===== src/rtl/sw_pkg.sv =====
package sw_pkg;

    typedef enum logic [1:0] {
        ST_TRACK   = 2'd0,
        ST_WARM    = 2'd1,
        ST_MEASURE = 2'd2,
        ST_HOLD    = 2'd3
    } swst_e;

    localparam logic CH_A = 1'b0;
    localparam logic CH_B = 1'b1;

endpackage


===== src/rtl/sw_edge_capture.sv =====
module sw_edge_capture
    import sw_pkg::*;
#(
    parameter int DATA_W     = 16,
    parameter int IDX_W      = 7,
    parameter int POS_A_PRE  = 43,
    parameter int POS_B_POST = 44,
    parameter int POS_B_PRE  = 87,
    parameter int POS_A_POST = 88,
    localparam int SUM_W     = DATA_W + 2
) (
    input  logic                     clk,
    input  logic                     rst_n,
    input  logic                     in_valid,
    input  logic                     in_chan,
    input  logic [IDX_W-1:0]         in_idx,
    input  logic signed [DATA_W-1:0] in_sample,
    input  logic                     in_ok,
    input  logic                     cap_en,
    output logic                     cycle_end,
    output logic                     ready,
    output logic signed [SUM_W-1:0]  raw
);

    localparam int   NSLOT = 3;
    localparam int   SLOT_POS [NSLOT] = '{POS_A_PRE, POS_B_POST, POS_B_PRE};
    localparam logic SLOT_CH  [NSLOT] = '{CH_A, CH_B, CH_B};

    logic signed [DATA_W-1:0] slot_v [NSLOT];
    logic [NSLOT-1:0]         seen;

    assign cycle_end = in_valid && (in_chan == CH_A) && (in_idx == IDX_W'(POS_A_POST));

    for (genvar k = 0; k < NSLOT; k++) begin : g_slot
        logic                     hit;
        logic signed [DATA_W-1:0] val_q;
        logic                     seen_q;

        assign hit = in_valid && in_ok && cap_en &&
                     (in_chan == SLOT_CH[k]) && (in_idx == IDX_W'(SLOT_POS[k]));

        always_ff @(posedge clk) begin
            if (!rst_n) begin
                val_q  <= '0;
                seen_q <= 1'b0;
            end else begin
                if (hit) val_q <= in_sample;
                if (cycle_end)  seen_q <= 1'b0;
                else if (hit)   seen_q <= 1'b1;
            end
        end

        assign slot_v[k] = val_q;
        assign seen[k]   = seen_q;
    end

    logic signed [SUM_W-1:0] sum_w;
    assign sum_w = SUM_W'(slot_v[0]) + SUM_W'(in_sample)
                 - SUM_W'(slot_v[1]) - SUM_W'(slot_v[2]);
    assign raw   = sum_w >>> 2;
    assign ready = cycle_end && cap_en && in_ok && (&seen);

endmodule


===== src/rtl/sw_step_filter.sv =====
module sw_step_filter #(
    parameter int DATA_W = 16,
    parameter int SHIFT  = 4,
    parameter int LIMIT  = 328,
    localparam int SUM_W = DATA_W + 2
) (
    input  logic                     clk,
    input  logic                     rst_n,
    input  logic signed [SUM_W-1:0]  raw,
    input  logic                     do_filt,
    input  logic                     do_load,
    output logic signed [DATA_W-1:0] est
);

    localparam logic signed [SUM_W-1:0] LIM_P = SUM_W'(LIMIT);
    localparam logic signed [SUM_W-1:0] LIM_N = -LIM_P;

    logic signed [SUM_W-1:0] filt_q;
    logic signed [SUM_W:0]   diff;
    logic signed [SUM_W:0]   step;

    assign diff = (SUM_W+1)'(raw) - (SUM_W+1)'(filt_q);
    assign step = diff >>> SHIFT;

    always_ff @(posedge clk) begin
        if (!rst_n)       filt_q <= '0;
        else if (do_load) filt_q <= raw;
        else if (do_filt) filt_q <= filt_q + SUM_W'(step);
    end

    always_comb begin
        if (filt_q > LIM_P)      est = DATA_W'(LIM_P);
        else if (filt_q < LIM_N) est = DATA_W'(LIM_N);
        else                     est = DATA_W'(filt_q);
    end

endmodule


===== src/rtl/sw_apply.sv =====
module sw_apply #(
    parameter int DATA_W = 16
) (
    input  logic                     clk,
    input  logic                     rst_n,
    input  logic                     in_valid,
    input  logic                     in_chan,
    input  logic signed [DATA_W-1:0] in_sample,
    input  logic signed [DATA_W-1:0] est,
    output logic                     out_valid,
    output logic                     out_chan,
    output logic signed [DATA_W-1:0] out_sample
);

    localparam logic signed [DATA_W:0] MAXV = (DATA_W+1)'((2 ** (DATA_W-1)) - 1);
    localparam logic signed [DATA_W:0] MINV = -MAXV - 1;

    logic signed [DATA_W:0]   wide;
    logic signed [DATA_W-1:0] sat;

    assign wide = in_chan ? ((DATA_W+1)'(in_sample) + (DATA_W+1)'(est))
                          : ((DATA_W+1)'(in_sample) - (DATA_W+1)'(est));

    always_comb begin
        if (wide > MAXV)      sat = DATA_W'(MAXV);
        else if (wide < MINV) sat = DATA_W'(MINV);
        else                  sat = DATA_W'(wide);
    end

    always_ff @(posedge clk) begin
        if (!rst_n) begin
            out_valid  <= 1'b0;
            out_chan   <= 1'b0;
            out_sample <= '0;
        end else begin
            out_valid <= in_valid;
            if (in_valid) begin
                out_chan   <= in_chan;
                out_sample <= sat;
            end
        end
    end

endmodule


===== src/rtl/sw_step_comp.sv =====
module sw_step_comp
    import sw_pkg::*;
#(
    parameter int DATA_W     = 16,
    parameter int IDX_W      = 7,
    parameter int POS_A_PRE  = 43,
    parameter int POS_B_POST = 44,
    parameter int POS_B_PRE  = 87,
    parameter int POS_A_POST = 88,
    parameter int SHIFT      = 4,
    parameter int LIMIT      = 328,
    parameter int WARMUP     = 1000
) (
    input  logic                     clk,
    input  logic                     rst_n,
    input  logic                     hold_mode,
    input  logic                     in_valid,
    input  logic                     in_chan,
    input  logic [IDX_W-1:0]         in_idx,
    input  logic signed [DATA_W-1:0] in_sample,
    input  logic                     in_ok,
    output logic                     out_valid,
    output logic                     out_chan,
    output logic signed [DATA_W-1:0] out_sample,
    output logic signed [DATA_W-1:0] step_est
);

    localparam int SUM_W = DATA_W + 2;
    localparam int CNT_W = $clog2(WARMUP + 1);

    swst_e state, state_nx;
    logic [CNT_W-1:0] warm_cnt;
    logic warm_last;
    logic cap_en, do_filt, do_load;
    logic cycle_end, ready;
    logic signed [SUM_W-1:0] raw;

    assign warm_last = in_valid && (warm_cnt == CNT_W'(WARMUP - 1));

    always_ff @(posedge clk) begin
        if (!rst_n) state <= ST_TRACK;
        else        state <= state_nx;
    end

    always_ff @(posedge clk) begin
        if (!rst_n)                          warm_cnt <= '0;
        else if (state != ST_WARM)           warm_cnt <= '0;
        else if (in_valid && !warm_last)     warm_cnt <= warm_cnt + 1'b1;
    end

    always_comb begin
        state_nx = state;
        unique case (state)
            ST_TRACK:   if (hold_mode) state_nx = ST_WARM;
            ST_WARM:    if (!hold_mode) state_nx = ST_TRACK;
                        else if (warm_last) state_nx = ST_MEASURE;
            ST_MEASURE: if (!hold_mode) state_nx = ST_TRACK;
                        else if (ready) state_nx = ST_HOLD;
            ST_HOLD:    if (!hold_mode) state_nx = ST_TRACK;
            default:    state_nx = ST_TRACK;
        endcase
    end

    always_comb begin
        cap_en  = 1'b1;
        do_filt = 1'b0;
        do_load = 1'b0;
        unique case (state)
            ST_TRACK:   do_filt = ready;
            ST_WARM:    cap_en  = 1'b0;
            ST_MEASURE: do_load = ready;
            ST_HOLD:    ;
            default:    ;
        endcase
    end

    sw_edge_capture #(
        .DATA_W(DATA_W), .IDX_W(IDX_W),
        .POS_A_PRE(POS_A_PRE), .POS_B_POST(POS_B_POST),
        .POS_B_PRE(POS_B_PRE), .POS_A_POST(POS_A_POST)
    ) u_cap (
        .clk(clk), .rst_n(rst_n),
        .in_valid(in_valid), .in_chan(in_chan), .in_idx(in_idx),
        .in_sample(in_sample), .in_ok(in_ok), .cap_en(cap_en),
        .cycle_end(cycle_end), .ready(ready), .raw(raw)
    );

    sw_step_filter #(
        .DATA_W(DATA_W), .SHIFT(SHIFT), .LIMIT(LIMIT)
    ) u_filt (
        .clk(clk), .rst_n(rst_n), .raw(raw),
        .do_filt(do_filt), .do_load(do_load), .est(step_est)
    );

    sw_apply #(
        .DATA_W(DATA_W)
    ) u_apply (
        .clk(clk), .rst_n(rst_n),
        .in_valid(in_valid), .in_chan(in_chan), .in_sample(in_sample),
        .est(step_est),
        .out_valid(out_valid), .out_chan(out_chan), .out_sample(out_sample)
    );

endmodule


===== config.mk =====
export PLATFORM = sky130hd
export DESIGN_NAME = sw_step_comp
export DESIGN_NICKNAME = d
export VERILOG_FILES = /design/src/rtl/sw_pkg.sv /design/src/rtl/sw_edge_capture.sv /design/src/rtl/sw_step_filter.sv /design/src/rtl/sw_apply.sv /design/src/rtl/sw_step_comp.sv
export SDC_FILE = /design/constraint.sdc
export NUM_CORES = 1
export LEC_CHECK = 0
export ABC_AREA = 1
export ABC_CLOCK_PERIOD_IN_PS = 7200
export BUFFER_PORTS_ARGS = -buffer_cell sky130_fd_sc_hd__buf_2
export CAP_MARGIN = 20
export CELL_PAD_IN_SITES_DETAIL_PLACEMENT = 2
export CELL_PAD_IN_SITES_GLOBAL_PLACEMENT = 2
export CORE_MARGIN = 4
export CORE_UTILIZATION = 35
export CTS_CLUSTER_DIAMETER = 60
export DETAILED_ROUTE_END_ITERATION = 8
export GPL_ROUTABILITY_DRIVEN = 0
export GPL_TIMING_DRIVEN = 0
export PLACE_DENSITY = 0.84
export SLEW_MARGIN = 20
export SYNTH_ARGS = -nofsm -noshare
export SYNTH_HDL_FRONTEND = slang
export SYNTH_SLANG_ARGS = --single-unit

===== constraint.sdc =====
create_clock -name clk -period 7.2 [get_ports clk]
set_input_delay 1.08 -clock clk [delete_from_list [all_inputs] [get_ports clk]]
set_output_delay 1.08 -clock clk [all_outputs]
set_load 0.02 [all_outputs]

# After elaboration in Yosys (flattened, before gate mapping)
# Index checks and enable logic that the tools add are counted.
dict set report word_totals {
  reg_bits 99
  wordCells 77
  out_inout_bits 34
  input_bits 29
}
dict set report classes {
  addsub 8
  n_bitwise 2
  n_eq_ne 13
  n_reduce_logical 21
  muxes 17
  order_cmp 4
}
# op n
set ops {}
lappend ops {{2-to-1 mux 16 bit} 4}
lappend ops {{2-to-1 mux 18 bit} 2}
lappend ops {{adder 16 x 16 -> 17 bit} 2}
lappend ops {{subtractor 16 x 18 -> 19 bit} 1}
lappend ops {{adder 18 x 15 -> 18 bit} 1}
lappend ops {{greater-than comparator 18 x 10 -> 1 bit (second input constant)} 1}
lappend ops {{less-than comparator 18 x 10 -> 1 bit (second input constant)} 1}
lappend ops {{subtractor 17 x 16 -> 18 bit} 1}
lappend ops {{subtractor 18 x 16 -> 18 bit} 1}
lappend ops {{greater-than comparator 17 x 16 -> 1 bit (second input constant)} 1}
lappend ops {{less-than comparator 17 x 16 -> 1 bit (second input constant)} 1}
lappend ops {{2-to-1 mux 17 bit} 1}
lappend ops {{subtractor 16 x 16 -> 17 bit} 1}
lappend ops {{equality test 7 x 6 -> 1 bit (second input constant)} 2}
lappend ops {{equality test 7 bit (second input constant)} 2}
lappend ops {{logical AND 1 bit} 14}
lappend ops {{2-to-1 mux 2 bit} 6}
lappend ops {{adder 10 x 1 -> 10 bit (second input constant)} 1}
lappend ops {{equality test 10 bit (second input constant)} 1}
lappend ops {{one-hot mux 2 bit (4 select lines)} 1}
lappend ops {{!= test 3 bit (second input constant)} 2}
lappend ops {{equality test 2 bit (second input constant)} 2}
lappend ops {{!= test 2 bit (second input constant)} 2}
lappend ops {{AND reduction 4 bit} 1}
lappend ops {{9 further kinds} 13}

# Depth between registers and ports, before layout
dict set report depth {
  ltp_word 9
  depth_mapped 36
  depth_no_buf 36
}

# Hierarchy
# Synthesis repeated with hierarchy kept, for this count alone.
dict set report hier_totals {
  hier_cells 1352
  area_unflattened_um2 9127.5
}
# mod seq_area_each_um2 area_per_inst_um2 cells_per_inst instances
set by_module_without_submodules {}
lappend by_module_without_submodules {sw_edge_capture 1021.0 3656.0 490 1}
lappend by_module_without_submodules {sw_step_filter 360.3 2738.9 428 1}
lappend by_module_without_submodules {sw_apply 360.3 2010.7 316 1}
lappend by_module_without_submodules {sw_step_comp 240.2 721.9 118 1}

# Least setup slack after synthesis
# No wires, ideal clock.
dict set report synth_path {
  kind {input to register}
  from {input in_sample[2]}
  to {register u_filt.filt_q[17]}
  cell_stages 34
  required_time_ns 7.068
  path_slack_ns 0.676
  setup_ns 0.132
  arrival_time_ns 6.391
  n_path_buf 0
  path_cell_list {inv_1 fa_1 fa_1 inv_1 ha_1 inv_1 o31ai_1 nand2_1 nand2_1 a31oi_1 o21ai_0 xnor2_1 inv_1 ha_1 a21oi_1 o21ai_0 a21oi_1 nand2_1 a31oi_1 o21ai_0 a21boi_0 o21ai_0 xor2_1 ha_1 nand2_1 inv_1 a221oi_1 nand3_1 nand2_1 nand2_1 a21oi_1 nand3_1 nand3_1 a21oi_1}
}
dict set report synth_via {
  elab_chain_cells 7
}
# item line
set synth_lines {}
lappend synth_lines {{start: declaration} sw_step_comp.sv:20} ;# input logic signed [DATA_W-1:0] in_sample,
lappend synth_lines {{adder 16 x 16 -> 17 bit *} sw_edge_capture.sv:58} ;# assign sum_w = SUM_W'(slot_v[0]) + SUM_W'(in_sample)
lappend synth_lines {{subtractor 17 x 16 -> 18 bit *} sw_edge_capture.sv:59} ;# - SUM_W'(slot_v[1]) - SUM_W'(slot_v[2]);
lappend synth_lines {{subtractor 18 x 16 -> 18 bit *} sw_edge_capture.sv:59}
lappend synth_lines {{subtractor 16 x 18 -> 19 bit} sw_step_filter.sv:22} ;# assign diff = (SUM_W+1)'(raw) - (SUM_W+1)'(filt_q);
lappend synth_lines {{adder 18 x 15 -> 18 bit} sw_step_filter.sv:28} ;# else if (do_filt) filt_q <= filt_q + SUM_W'(step);
lappend synth_lines {{2-to-1 mux 18 bit} sw_step_filter.sv:28}
lappend synth_lines {{2-to-1 mux 18 bit *} sw_step_filter.sv:27} ;# else if (do_load) filt_q <= raw;
lappend synth_lines {{end signal: assignment} sw_step_filter.sv:27}
lappend synth_lines {{end signal: assignment} sw_step_filter.sv:28}
lappend synth_lines {{end: declaration} sw_step_filter.sv:18} ;# logic signed [SUM_W-1:0] filt_q;
# Mark *: on every way between the ends. The rest lies on a longest branch, timed or not. The select of a mux whose other input is x is not followed.
# A chain may end at the register's enable or synchronous reset.

# Worst setup path in the final report
dict set report layout_path {
  from {input in_sample[4]}
  to {register u_filt.filt_q[17]}
}
# The elaborated chain is that of the path after synthesis.

==> tab_implementation.tex <==
\begin{tabular}{lr}
\hline
Metric & Value \\
\hline
\multicolumn{2}{l}{\textbf{Floorplan}} \\
\quad Die Span Y & around 160 µm \\
\quad Die area & 26,200 µm² \\
\quad Cell Rows & 56 \\
\quad Die X & around 160 µm \\
\quad Starting Density & a little over a third \\
\quad I/O Pins & 63 \\
\quad Core area & 23,400 µm² \\
\multicolumn{2}{l}{\textbf{Pwr}} \\
\quad P\_leak & between 4 and 5 nW \\
\quad Total Power & 1.72 mW \\
\quad Ratio of total power to cell area & 181 nW/µm² \\
\quad Max rail drop VDD & slightly below 0.1 mV \\
\multicolumn{2}{l}{\textbf{Route}} \\
\quad Number of nets still failing antenna checks after routing & 0 \\
\quad Number of search-and-repair iterations in the first detailed-routing pass & 4 \\
\quad Vias per std cell & around 5.3 \\
\quad Starting DRC count in detailed routing & 304 \\
\quad Routed WL per cell & approximately 20 µm \\
\quad Total via count in the routed design & between 8,000 and 9,000 \\
\quad Total wire length after detailed routing & 30,900 µm \\
\quad Remaining DRCs & 0 \\
\multicolumn{2}{l}{\textbf{Yosys}} \\
\quad Largest cells by area after synthesis & dfxtp\_1 24\%, ha\_1 10\%, inv\_1 8.6\% \\
\quad Syn Inst Count & $\sim$1,200 \\
\quad Count of state elements after synthesis & 99 \\
\quad Total standard cell area after synthesis & approximately 8300 µm² \\
\quad Leading register cell type out of synthesis & dfxtp\_1 \\
\quad Syn avg cell area & between 7 and 8 µm² \\
\quad Count of synthesis-stage warnings from yosys & 0 \\
\quad EDFF count, synth & 0 \\
\quad Fraction of synthesized cell area taken by the top area cell type & 23.9\% \\
\quad Synth cell types & 46 \\
\quad Fraction of synthesis flops using an asynchronous set or reset pin & 0\% \\
\quad Sequential-to-total area share from yosys stat & approximately a quarter \\
\quad Synthesized net count & around 1,300 \\
\quad Yosys top cell by area & dfxtp\_1 \\
\multicolumn{2}{l}{\textbf{Timing}} \\
\quad Max Clock Skew & between 15 and 20 ps \\
\quad Count of endpoints failing setup in the final report & 0 \\
\quad Achievable Freq & 0.146 GHz \\
\quad Fin Setup TNS & 0 ps \\
\quad Setup repair after global routing missed its margin & yes \\
\quad Share of the cycle needed by the critical path after routing & a little over nine tenths \\
\quad Slew at the pin closest to its max-slew limit & roughly 770 ps \\
\quad Fin worst setup slack & $\sim$340 ps \\
\quad Tightest hold margin & roughly 480 ps \\
\quad Final count of pins violating max slew & 0 \\
\quad Post-route minimum period & 6860 ps \\
\quad Max transition margin & between 40\% and 50\% \\
\quad Number of endpoints with negative hold slack in the final report & 0 \\
\multicolumn{2}{l}{\textbf{Clock tree}} \\
\quad Clk root buf & clkbuf\_16 \\
\quad Num CTS Buffers & 9 \\
\quad Number of buffers inserted by hold repair at cts & 0 \\
\quad Clk sinks & 99 \\
\quad H-Tree Depth & 3 \\
\quad Clock tree from TritonCTS & yes \\
\quad Clk slew on worst S/H paths & around 80 ps \\
\quad Insertion delay of the later-clocked pin in the worst-skew pair & $\sim$370 ps \\
\quad CTS Buffer Depth & 2 \\
\multicolumn{2}{l}{\textbf{Global route}} \\
\quad Total GRT Usage & a little under a quarter \\
\quad Total global routing overflow & 0 \\
\quad Wire length of the first global-routing pass & 49,000 µm \\
\quad Vias in the first global route & 9,079 \\
\quad Number of antenna violations at the first check in global routing & 0 \\
\quad Maximum number of pins on one net before global-route repair & 20 \\
\multicolumn{2}{l}{\textbf{Critical path}} \\
\quad Worst setup SP type & input port \\
\quad Data arrival at the endpoint of the critical path & between 7000 and 8000 ps \\
\quad Crit. End Element & register \\
\quad Stage delay of the slowest cell on the critical path & $\sim$540 ps \\
\quad Path type of the worst setup path & input port to register \\
\quad Slowest stage cell on the critical path & fa\_1 \\
\quad Worst endpoint required time & 7490 ps \\
\quad Biggest fanout along the worst timing path & 5 \\
\multicolumn{2}{l}{\textbf{Cells and area}} \\
\quad Filler-free cell count of the finished design & between 1,500 and 2,000 \\
\quad Number of antenna cells inserted & 0 \\
\quad Net total in the final layout & around 1,400 \\
\quad Layout cells sized above 1 & between 10\% and 20\% \\
\quad Most common cell after layout, fill and taps aside & inv\_1 \\
\quad Area Overhead vs Synth & 14.5\% \\
\quad Most used cells in the layout excluding fill and tap cells & 189 x inv\_1, 185 x nand2\_1, 118 x a21oi\_1 \\
\multicolumn{2}{l}{\textbf{Worst hold path}} \\
\quad Path category of the worst min-delay check & register to register \\
\multicolumn{2}{l}{\textbf{Outcome}} \\
\quad Result of the run & completed \\
\multicolumn{2}{l}{\textbf{Placement}} \\
\quad Post-detail-place hpwl & approximately 24,000 µm \\
\quad Port Buffers & between 60 and 70 \\
\quad DP Cell Count & 1,539 \\
\quad Placement Setup Slack & -674 ps \\
\multicolumn{2}{l}{\textbf{Run}} \\
\quad Max Cap Violations & 0 \\
\hline
\end{tabular}
[path summary, 6_finish.rpt]
path                                                            start                             endpoint  slack, ps  cells past startpoint
worst max-delay path                                     in_sample[4]       u_filt.filt_q[17]$_SDFFE_PN0P_        340                     34
worst min-delay path              u_apply.out_sample[14]$_SDFFE_PN0P_  u_apply.out_sample[14]$_SDFFE_PN0P_        480                      2
worst max register to register  u_cap.g_slot[2].val_q[4]$_SDFFE_PN0P_       u_filt.filt_q[17]$_SDFFE_PN0P_        990                     32
worst min register to register    u_apply.out_sample[14]$_SDFFE_PN0P_  u_apply.out_sample[14]$_SDFFE_PN0P_        480                      2
[critical path, delay by kind of cell]
family                     cells  cell delay [ps]
and+or+nand+nor                9             1080
xor gates and xnor gates       2              390
buffers and inverters          6              540
AOI/OAI and AO/OA             12             1920
adders and majority gates      5             2140
[area by class of cell]
cell class	instances	area [µm²]
tap	319	399
clock inverter	7	70.1
fill	2858	13900
multi-input combinational	832	5590
buffer	33	144
timing repair buffer	67	348
inverter	194	728
clock buffer	9	225
sequential	99	1980
[metrics by stage]
stage                     util (%)  area, µm²
after global routing          40.5       9490
after floorplan                  -       8280
after detailed placement      38.4       8990
final                         40.5       9490
after CTS                     39.7       9290
after global placement        38.4       8990
[timing repair]
action,in CTS,in global routing
resized for setup,4,37
pin swaps,0,6
setup buffers,0,5
setup endpoints to repair,4,9
[per-layer routing]
metal	GRT usage [%]	routed length [µm]	part of all wire, %	up-vias
li1	-	-	-	3944
met1	28.8	13700	44	4125
met2	43.8	16000	52	101
met3	2.59	604	2.0	45
met4	4.96	525	1.7	0
met5	0	0	0	-
[state kept, by name (all words and copies together) (netlist names)]
name                 flops
state                    2
u_cap.g_slot.val_q      48
u_apply.out_valid        1
warm_cnt                10
u_filt.filt_q           18
u_apply.out_sample      16
u_cap.g_slot.seen_q      3
u_apply.out_chan         1
[cell usage after synthesis, drive strengths merged, types with 9 or more instances]
cell,number
nand2,200
inv,193
a21oi,130
dfxtp,99
nor2,98
o21ai,87
ha,69
nand3,39
xor2,38
fa,34
clkbuf,29
xnor2,26
a211oi,18
nor3,17
a31oi,11
nor4,9
[where the power goes]
part / switching (mW) / internal [mW]
Combinational: 0.414 / 0.229
Sequential: 0.00600 / 0.557
Clock: 0.267 / 0.245
Total: 0.687 / 1.03
[logic make-up (layout without fill, tap and decap cells)]
kind of cell | count (synthesis) | in the layout | share of synthesized area (%)
AOI/OAI and AO/OA | 284 | 284 | 19.6
and+or+nand+nor | 381 | 381 | 20.5
xor gates and xnor gates | 64 | 64 | 6.77
DFF | 99 | 99 | 23.9
buffers and inverters | 227 | 310 | 10.5
adders and majority gates | 103 | 103 | 18.6
Note: power is estimated with default switching activity, not from simulation.
